==> src/rtl/hz_pkg.sv <==
package hz_pkg;
    localparam int WORD_W = 32;
    localparam int STEP   = 4;

    typedef struct packed {
        logic [WORD_W-1:0] pc;
        logic [WORD_W-1:0] instr;
        logic [WORD_W-1:0] pc_inc;
        logic              valid;
    } fe_state_t;
endpackage

==> src/rtl/hz_load_use.sv <==
module hz_load_use #(
    parameter int REG_AW = 5,
    parameter int RS_LSB = 21,
    parameter int RT_LSB = 16,
    parameter int WORD_W = 32
) (
    input  logic              clk,
    input  logic              rst_n,
    input  logic              dec_valid,
    input  logic [WORD_W-1:0] dec_instr,
    input  logic              ex_mem_read,
    input  logic [REG_AW-1:0] ex_rt,
    output logic              stall
);
    logic [REG_AW-1:0] src_a;
    logic [REG_AW-1:0] src_b;

    always_comb begin
        src_a = dec_instr[RS_LSB +: REG_AW];
        src_b = dec_instr[RT_LSB +: REG_AW];
        stall = dec_valid && ex_mem_read && ((ex_rt == src_a) || (ex_rt == src_b));
    end


    invalid_no_stall_chk: assert property (@(posedge clk) disable iff (!rst_n)
        !dec_valid |-> !stall);
endmodule

==> src/rtl/hz_branch_unit.sv <==
module hz_branch_unit #(
    parameter int WORD_W = 32
) (
    input  logic              dec_valid,
    input  logic              is_branch,
    input  logic              stall,
    input  logic [WORD_W-1:0] val_a,
    input  logic [WORD_W-1:0] val_b,
    input  logic [WORD_W-1:0] pc_inc,
    input  logic [WORD_W-1:0] imm,
    output logic              taken,
    output logic [WORD_W-1:0] target
);
    logic [WORD_W-1:0] offset;

    always_comb begin
        offset = {imm[WORD_W-3:0], 2'b00};
        target = pc_inc + offset;
        taken  = dec_valid && is_branch && (val_a == val_b) && !stall;
    end
endmodule

==> src/rtl/hazard_ctrl.sv <==
module hazard_ctrl
    import hz_pkg::*;
#(
    parameter int REG_AW = 5,
    parameter int RS_LSB = 21,
    parameter int RT_LSB = 16
) (
    input  logic              clk,
    input  logic              rst_n,
    input  logic [WORD_W-1:0] fetch_instr,
    input  logic              ex_mem_read,
    input  logic [REG_AW-1:0] ex_rt,
    input  logic              id_branch,
    input  logic [WORD_W-1:0] id_rs_val,
    input  logic [WORD_W-1:0] id_rt_val,
    input  logic [WORD_W-1:0] id_imm,
    output logic [WORD_W-1:0] pc,
    output logic [WORD_W-1:0] ifid_instr,
    output logic [WORD_W-1:0] ifid_pc_inc,
    output logic              pc_we,
    output logic              ifid_we,
    output logic              ctrl_zero,
    output logic              ifid_flush,
    output logic              pc_sel,
    output logic [WORD_W-1:0] br_target
);
    localparam logic [WORD_W-1:0] STEP_W = WORD_W'(STEP);

    fe_state_t st_d, st_q;
    logic stall;
    logic taken;
    logic [WORD_W-1:0] tgt;

    hz_load_use #(
        .REG_AW(REG_AW), .RS_LSB(RS_LSB), .RT_LSB(RT_LSB), .WORD_W(WORD_W)
    ) u_load_use (
        .clk        (clk),
        .rst_n      (rst_n),
        .dec_valid  (st_q.valid),
        .dec_instr  (st_q.instr),
        .ex_mem_read(ex_mem_read),
        .ex_rt      (ex_rt),
        .stall      (stall)
    );

    hz_branch_unit #(.WORD_W(WORD_W)) u_branch (
        .dec_valid(st_q.valid),
        .is_branch(id_branch),
        .stall    (stall),
        .val_a    (id_rs_val),
        .val_b    (id_rt_val),
        .pc_inc   (st_q.pc_inc),
        .imm      (id_imm),
        .taken    (taken),
        .target   (tgt)
    );

    always_comb begin
        st_d = st_q;
        if (stall) begin
            st_d = st_q;
        end else if (taken) begin
            st_d.pc     = tgt;
            st_d.instr  = '0;
            st_d.pc_inc = '0;
            st_d.valid  = 1'b0;
        end else begin
            st_d.pc     = st_q.pc + STEP_W;
            st_d.instr  = fetch_instr;
            st_d.pc_inc = st_q.pc + STEP_W;
            st_d.valid  = 1'b1;
        end
    end

    always_ff @(posedge clk) begin
        if (!rst_n) begin
            st_q <= '0;
        end else begin
            st_q <= st_d;
        end
    end

    always_comb begin
        pc          = st_q.pc;
        ifid_instr  = st_q.instr;
        ifid_pc_inc = st_q.pc_inc;
        pc_we       = !stall;
        ifid_we     = !stall;
        ctrl_zero   = stall || !st_q.valid;
        ifid_flush  = taken;
        pc_sel      = taken;
        br_target   = tgt;
    end


    stall_pc_hold_chk: assert property (@(posedge clk) disable iff (!rst_n)
        !pc_we |=> (pc == $past(pc)) && (ifid_instr == $past(ifid_instr)));


    flush_zero_chk: assert property (@(posedge clk) disable iff (!rst_n)
        ifid_flush |=> (ifid_instr == '0) && ctrl_zero && (pc == $past(br_target)));


    stall_over_flush_chk: assert property (@(posedge clk) disable iff (!rst_n)
        !(ifid_flush && !pc_we));


    seq_step_chk: assert property (@(posedge clk) disable iff (!rst_n)
        (pc_we && !pc_sel) |=> (pc == $past(pc) + STEP_W) && (ifid_pc_inc == pc));


    stall_bubble_chk: assert property (@(posedge clk) disable iff (!rst_n)
        !ifid_we |-> ctrl_zero);
endmodule

==> config.mk <==
export PLATFORM = sky130hd
export DESIGN_NAME = hazard_ctrl
export DESIGN_NICKNAME = d
export VERILOG_FILES = /design/src/rtl/hz_pkg.sv /design/src/rtl/hz_load_use.sv /design/src/rtl/hz_branch_unit.sv /design/src/rtl/hazard_ctrl.sv
export SDC_FILE = /design/constraint.sdc
export NUM_CORES = 1
export LEC_CHECK = 0
export ABC_CLOCK_PERIOD_IN_PS = 13100
export CORE_MARGIN = 2
export CORE_UTILIZATION = 45
export DETAILED_ROUTE_END_ITERATION = 8
export PLACE_DENSITY_LB_ADDON = 0.15
export SLEW_MARGIN = 20
export SYNTH_ARGS = -nofsm -noshare
export SYNTH_HDL_FRONTEND = slang
export SYNTH_SLANG_ARGS = --single-unit
==> constraint.sdc <==
create_clock -name clk -period 13.1 [get_ports clk]
set_clock_uncertainty 0.1 [all_clocks]
set_input_delay 3.93 -clock clk [delete_from_list [all_inputs] [get_ports clk]]
set_output_delay 3.93 -clock clk [all_outputs]
set_load 0.005 [all_outputs]
Yosys cells after proc, flatten, opt, wreduce, memory -nomap -nowiden
Cells that the tools add are included.
{"block": "word_totals", "register_bits": 97, "in_bits": 137, "output_inout_bits": 133, "wordCells": 19}
{"block": "op_classes", "addsub": 2, "n_eq_ne": 3, "n_mux": 1, "reduce_logical": 9}
{"op": "97-bit two-way mux", "count": 1}
{"op": "32-bit by 3-bit adder with 32-bit output, second input constant", "count": 1}
{"op": "32-bit adder", "count": 1}
{"op": "32-bit equality test", "count": 1}
{"op": "5-bit equality test", "count": 2}
{"op": "1-bit logical AND", "count": 5}
{"op": "1-bit zero test", "count": 2}
{"op": "1-bit logical OR", "count": 2}

Logic depth before layout (Yosys ltp)
Gate-level depths: netlist of run 1.
{"block": "logic_depth", "depth_word": 6, "mapped_depth": 12, "mapped_depth_nobuf": 12}

Modules after synthesis
A second synthesis of run 1 with hierarchy kept.
{"block": "hier_totals", "cells_unflattened": 935, "hier_area_um2": 7485.9}
{"mod": "hazard_ctrl", "n_inst": 1, "cells_each": 622, "area_each_um2": 5190.0, "seq_area_each_um2": 1941.9}
{"mod": "hz_branch_unit", "n_inst": 1, "cells_each": 298, "area_each_um2": 2179.6, "seq_area_each_um2": 0.0}
{"mod": "hz_load_use", "n_inst": 1, "cells_each": 15, "area_each_um2": 116.4, "seq_area_each_um2": 0.0}

Worst setup path before layout of run 1
Ideal clock, no wire load.
{"block": "synth_path", "path_kind": "input to output", "from": "in id_imm[0]", "to": "out br_target[28]", "arrival_time_ps": 5914, "required_time_ps": 9070, "path_slack_ps": 3156, "path_stages": 12, "path_buffers": 0, "cell_sequence": "ha_1 > inv_1 > fa_1 > nor2b_1 > o21ai_1 > nand2b_1 > a31oi_2 > o31ai_4 > a21oi_1 > o31ai_2 > a21oi_1 > xnor2_1"}
{"block": "synth_via", "elab_chain_len": 1}
{"element": "from (decl)", "line": "hazard_ctrl.sv:16", "rtl": "input logic [WORD_W-1:0] id_imm,"}
{"element": "32-bit adder", "line": "hz_branch_unit.sv:18", "rtl": "target = pc_inc + offset;"}
{"element": "to (decl)", "line": "hazard_ctrl.sv:25", "rtl": "output logic [WORD_W-1:0] br_target"}
No other way between the ends.

Worst setup path in the final report of run 1
{"block": "layout_path", "from": "in id_imm[0]", "to": "out br_target[26]"}
The elaborated chain is that of the path after synthesis.

==> out/metrics.csv, run 1 <==
metric;value;unit
cts-root-buf;clkbuf_16;
route.detailed.drc;0;
worst_slew_pin_slew;0.7998;ns
grt_pass1_wl;37030;um
grt_max_degree;70;
crit_fanout;7;
area_growth_syn_to_layout;42.84;%
path_common_cell;clkdlybuf4s50_1;
maxSlewViolCount;0;
syn_area;6873;sq um
ys_seq_area_share;28.25;%
firstDrtPassIters;7;
r2r_start;ifid_pc_inc[2]$_SDFFE_PN0N_;
hold_class;flip-flop to flip-flop;
drive_gt1_share;4.856;%
fin_crit;11.44;ns
clk_latency;0.35;ns
worstPathArrival;7.41;ns
max_stage_delay;0.57;ns
layout_common_cells;267 x clkdlybuf4s50_1, 103 x nand2_1, 103 x a21oi_1;
drv_cap;0;
wl;23500;um
clkTransAtPathRegs;0.07;ns
status;completed;
vias_per_cell;5.663;
layout_commonest_cell;clkdlybuf4s50_1;
syn_area_per_cell;7.792;sq um
setup_slack;1.660;ns
min_from;ifid_instr[6]$_SDFFE_PN0N_;
synth_edf_count;0;
powerDensity;72.36;nW/um^2
synth_ff_type;dfxtp_1;
antenna_found_initial;0;
overflow;0;
dr.first_iter.drc_count;495;
die_area;16280;sq um
dp_hpwl;17600;um
ir_drop;0.07416;mV
io_pins;270;
start_util;45.55;%
finalSetupTns;0;ns
finish.utilization;65.06;%
async_reset_ff_share;0;%
fmax;87.41;MHz
synth.distinct_cells;82;
setup_viol;0;
numCtsBuffers;9;
cts_max_level;3;
grt_setup_unrepaired;false;
cp_cell_sequence;clkdlybuf4s50_1 > ha_1 > inv_1 > fa_1 > nor2b_1 > o21ai_1 > nand2b_1 > a31oi_2 > o31ai_4 > a31oi_1 > o31ai_1 > xor2_1 > clkdlybuf4s50_1;
startpoint;id_imm[0];
ys_warn_count;0;
grt_pass1_vias;7034;
hold_viol;0;
diodes;0;
dp_slack;1.682;ns
fp.dieH;127.6;um
hold_buffers;0;
cp-end-kind;output port;
synthCells;882;
synthesis.nets;1050;
slowest_stage;clkdlybuf4s50_1;
core_area;15090;sq um
cts_buffer_depth;2;
gp_congestion;0.9381;
drtAntennaViolNets;0;
wl_per_cell;18.08;um
post_cts_buffers;0;
numPortBuffers;267;
num_rows;45;
whs;0.3502;ns
clock-sinks;97;
vias;7362;
start_kind;input port;
grt_use_total;28.52;%
relSlewSlack;46.68;%
crit_type;input port to output port;
fin_cells;1300;
leakagePower;3.929;nW
nets;1275;
cts_resized;0;
die_x;127.6;um
ys_ff_latch;97;
dp.cells;1284;
period_share;87.33;%
cts_tree;yes;
critPathRequiredTime;9.07;ns
## final cells by class
cell class / instances / area [sq um]
Clock buffer: 12 / 246.5
Clock inverter: 4 / 27.53
Fill cell: 1372 / 5273
Inverter: 12 / 45.04
Multi-Input combinational cell: 713 / 4596
Sequential cell: 97 / 1942
Tap cell: 188 / 235.2
Timing Repair Buffer: 274 / 2725
## kinds of logic (layout without fill, tap and decap cells)
logic type | count (synthesis) | count (layout) | share of synthesized area, %
compound gates | 228 | 228 | 21.63
xor+xnor | 98 | 98 | 12.49
fa+ha+maj | 31 | 31 | 5.753
buf+inv | 72 | 302 | 4.952
flops | 97 | 97 | 28.25
mux | 4 | 4 | 0.5826
simple gates | 352 | 352 | 26.34
## metrics by stage
stage	cell area (sq um)	total power, mW
finish	9817	0.7104
global route	9817	0.7396
CTS	9817	0.7149
global placement	9543	0.4625
floorplan	6873	0.3740
detailed placement	9543	0.4634
## worst paths after layout
check | to | slack [ns] | cells past startpoint
max | br_target[26] | 1.66 | 13
min | ifid_instr[6]$_SDFFE_PN0N_ | 0.35 | 2
max reg2reg | pc[26]$_SDFFE_PN0N_ | 9.91 | 12
min reg2reg | ifid_instr[6]$_SDFFE_PN0N_ | 0.35 | 2
## synthesized netlist by cell type, types with 6 or more instances
| cell | number | area [sq um] |
|---|---|---|
| a21oi_1 | 103 | 515.5 |
| nand2_1 | 103 | 386.6 |
| dfxtp_1 | 97 | 1942 |
| nand3_1 | 69 | 345.3 |
| nor2_1 | 61 | 229.0 |
| xnor2_1 | 56 | 490.5 |
| xor2_1 | 42 | 367.9 |
| clkbuf_1 | 34 | 127.6 |
| ha_1 | 30 | 375.4 |
| a21o_1 | 21 | 157.7 |
| nor3_1 | 20 | 100.1 |
| o21ai_0 | 17 | 85.08 |
| a22oi_1 | 15 | 112.6 |
| and3_1 | 15 | 93.84 |
| nand4_1 | 13 | 81.33 |
| inv_1 | 12 | 45.04 |
| a31oi_1 | 10 | 62.56 |
| and2_1 | 9 | 56.30 |
| nor2b_1 | 9 | 56.30 |
| nor4_1 | 9 | 56.30 |
| buf_1 | 7 | 26.28 |
| buf_2 | 7 | 35.03 |
| o21a_1 | 7 | 52.55 |
| buf_4 | 6 | 45.04 |
| o21ai_1 | 6 | 30.03 |
## sequential cells by signal, summed over array words and instances (netlist names)
| signal | count |
|---|---|
| pc | 32 |
| ifid_pc_inc | 32 |
| ifid_instr | 32 |
| st_q | 1 |
## where the power goes
group          switching [mW]  internal, mW
Sequential            0.00643         0.303
Clock                   0.118         0.135
Combinational          0.0624        0.0859
Total                   0.187         0.523
## critical path: cells and delay by family
kind                       cells  cell delay (ns)
xor gates and xnor gates       1             0.33
and+or+nand+nor                2             0.26
buffers and inverters          3             1.09
adders and majority gates      2             0.58
AOI/OAI and AO/OA              5             1.21
## layer usage
layer  share of wire (%)  routed length [um]  GRT usage (%)  vias to the layer above
li1                    -                   -              -                     3599
met1                  39                9211          34.46                     3421
met2                  51               11880          49.73                      309
met3                 7.9                1867          7.705                       33
met4                 2.3                 541          8.209                        0
met5                   0                   0              0                        -
Power figures use the tool's default switching activity.
==> run 2, diff against run 1 <==
--- a/config.mk
+++ b/config.mk
@@ -10,6 +10,7 @@
 export CORE_UTILIZATION = 45
 export DETAILED_ROUTE_END_ITERATION = 8
 export PLACE_DENSITY_LB_ADDON = 0.15
+export SETUP_SLACK_MARGIN = 0.5
 export SLEW_MARGIN = 20
 export SYNTH_ARGS = -nofsm -noshare
 export SYNTH_HDL_FRONTEND = slang
==> results of run 2 <==
The final DEF is identical to that of run 1; final timing and power are the same.
==> run 3, diff against run 2 <==
--- a/config.mk
+++ b/config.mk
@@ -7,7 +7,7 @@
 export LEC_CHECK = 0
 export ABC_CLOCK_PERIOD_IN_PS = 13100
 export CORE_MARGIN = 2
-export CORE_UTILIZATION = 45
+export CORE_UTILIZATION = 48
 export DETAILED_ROUTE_END_ITERATION = 8
 export PLACE_DENSITY_LB_ADDON = 0.15
 export SETUP_SLACK_MARGIN = 0.5
==> run 3 against run 2 <==
Effect of this change: non-clock buffer count grew 1; count of clock-buffer cells in the layout shrank 3; highest routed layer unchanged; fmax up 0.13%; flip-flop and latch count did not move; total power increased by 5.7%; largest cell class unchanged.
==> out/metrics.csv, run 3 (same netlist as run 1, synthesis figures left out) <==
metric;value;unit;change
status;completed;;
layout_common_cells;267 x clkdlybuf4s50_1, 103 x nand2_1, 103 x a21oi_1;;
min_path_cells;2;;unchanged
drtAntennaViolNets;0;;unchanged
worst_slew_pin_slew;0.7387;ns;-0.06106 ns
cts-root-buf;clkbuf_16;;
worst-r2r-setup-slack;9.93;ns;+0.02 ns
highest_layer;met4;;
grt_use_total;27.89;%;-0.63 points
route.detailed.drc;0;;unchanged
cp-end-kind;output port;;
cts_resized;0;;unchanged
nets;1276;;+0.078%
vias;7435;;+0.99%
start_kind;input port;;
hold_class;flip-flop to flip-flop;;
powerDensity;76.10;nW/um^2;+5.2%
relSlewSlack;50.13;%;+3.4 points
firstDrtPassIters;5;;-2
crit_type;input port to output port;;
area_growth_syn_to_layout;43.56;%;
numCtsBuffers;9;;unchanged
wl_per_cell;16.98;um;-6.0%
setup_viol;0;;unchanged
met1_length;9176;um;-0.38%
drive_gt1_share;5.121;%;+0.27 points
cts_tree;yes;;
timing.rr.end;pc[26]$_SDFFE_PN0N_;;
cts_max_level;3;;unchanged
gp_congestion;0.8635;;-8.0%
critPathRequiredTime;9.07;ns;about the same
cts_buffer_depth;2;;unchanged
hold_buffers;0;;unchanged
met2WireLength;10530;um;-11%
start_util;49.32;%;+3.8 points
min_from;ifid_instr[30]$_SDFFE_PN0N_;;
fp.dieH;123.7;um;-3.1%
fin_crit;11.43;ns;-0.01435 ns
core_area;13930;sq um;-7.7%
diodes;0;;unchanged
num_rows;43;;-4.4%
whs;0.3510;ns;+0.0007490 ns
overflow;0;;unchanged
clkTransAtPathRegs;0.06;ns;about the same
grt_setup_unrepaired;false;;
finalSetupTns;0;ns;unchanged
max_stage_delay;0.56;ns;about the same
wl_met3;1820;um;-2.5%
cp_cell_sequence;clkdlybuf4s50_1 > ha_1 > inv_1 > fa_1 > nor2b_1 > o21ai_1 > nand2b_1 > a31oi_2 > o31ai_4 > a31oi_1 > o31ai_1 > xor2_1 > clkdlybuf4s50_1;;
fillers;1157;;-16%
maxSlewViolCount;0;;unchanged
dr.first_iter.drc_count;561;;+13%
grt_pass1_vias;6689;;-4.9%
numPortBuffers;267;;unchanged
leakagePower;3.955;nW;+0.64%
die_area;15290;sq um;-6.1%
dp_hpwl;16400;um;-6.8%
path_common_cell;clkdlybuf4s50_1;;
hold_end;ifid_instr[30]$_SDFFE_PN0N_;;
fmax;87.52;MHz;+0.13%
clock-sinks;97;;unchanged
worstPathArrival;7.40;ns;about the same
drv_cap;0;;unchanged
period_share;87.22;%;-0.11 points
wl;21960;um;-6.6%
layout_commonest_cell;clkdlybuf4s50_1;;
grt_max_degree;73;;+4.3%
crit_fanout;7;;unchanged
r2r_start;ifid_pc_inc[2]$_SDFFE_PN0N_;;
ir_drop;0.07369;mV;-0.63%
die_x;123.7;um;-3.1%
clk_latency;0.35;ns;about the same
slowest_stage;clkdlybuf4s50_1;;
total_power;0.7508;mW;+5.7%
vias_per_cell;5.750;;+1.5%
grt_pass1_wl;33710;um;-9.0%
hold_viol;0;;unchanged
post_cts_buffers;0;;unchanged
r2r_cells;12;;unchanged
antenna_found_initial;0;;unchanged
io_pins;270;;unchanged
==> run 3: changes by cell type in the layout (fill, tap and decap cells not counted) <==
cell        before  now
clkbuf_8         1    0
buf_4            7    8
clkbuf_1         2    0
bufinv_16        0    2
clkinvlp_4       0    1
inv_8            0    1
clkinv_2         2    1
==> run 3: power breakdown <==
group	internal (mW)	switching [mW]
registers	0.303	0.00667
logic	0.0860	0.0607
clock network	0.170	0.125
total	0.558	0.193
==> run 3: final cells by class <==
| class | instances | area (sq um) | share of cell area [%] |
|---|---|---|---|
| multi-input combinational | 713 | 4596 | 46.58 |
| timing repair buffer | 275 | 2733 | 27.69 |
| sequential | 97 | 1942 | 19.68 |
| clock buffer | 9 | 225.2 | 2.283 |
| tap | 180 | 225.2 | 2.283 |
| clock inverter | 7 | 101.3 | 1.027 |
| inverter | 12 | 45.04 | 0.4565 |
==> run 3: how the worst max path moves through the flow <==
stage	from	end	cells past startpoint
after CTS	id_imm[0]	br_target[26]	13
final	id_imm[0]	br_target[26]	13
after floorplan	id_imm[0]	br_target[28]	12
after global placement	id_imm[0]	br_target[26]	13
after global routing	id_imm[0]	br_target[26]	13
after detailed placement	id_imm[0]	br_target[26]	13
==> run 3: critical path, delay by kind of cell <==
family / cells / cell delay (ns)
compound gates: 5 / 1.21
buf+inv: 3 / 1.08
fa+ha+maj: 2 / 0.57
xor+xnor: 1 / 0.33
simple gates: 2 / 0.26
==> run 3: layer usage <==
layer,vias to the layer above,GRT usage (%)
met3,33,5.769
li1,3618,-
met1,3471,36.37
met4,0,8.665
met2,313,46.26
met5,-,0
==> run 3: through the flow <==
stage	cell area [sq um]	util, %	instances	setup slack [ns]
2_1_floorplan	6873	-	882	3.156
3_3_place_gp	9540	68.47	1277	1.780
3_5_place_dp	9540	68.47	1277	1.727
4_1_cts	9867	70.81	1293	1.716
5_1_grt	9867	70.81	1293	1.457
6_report	9867	70.81	1293	1.674
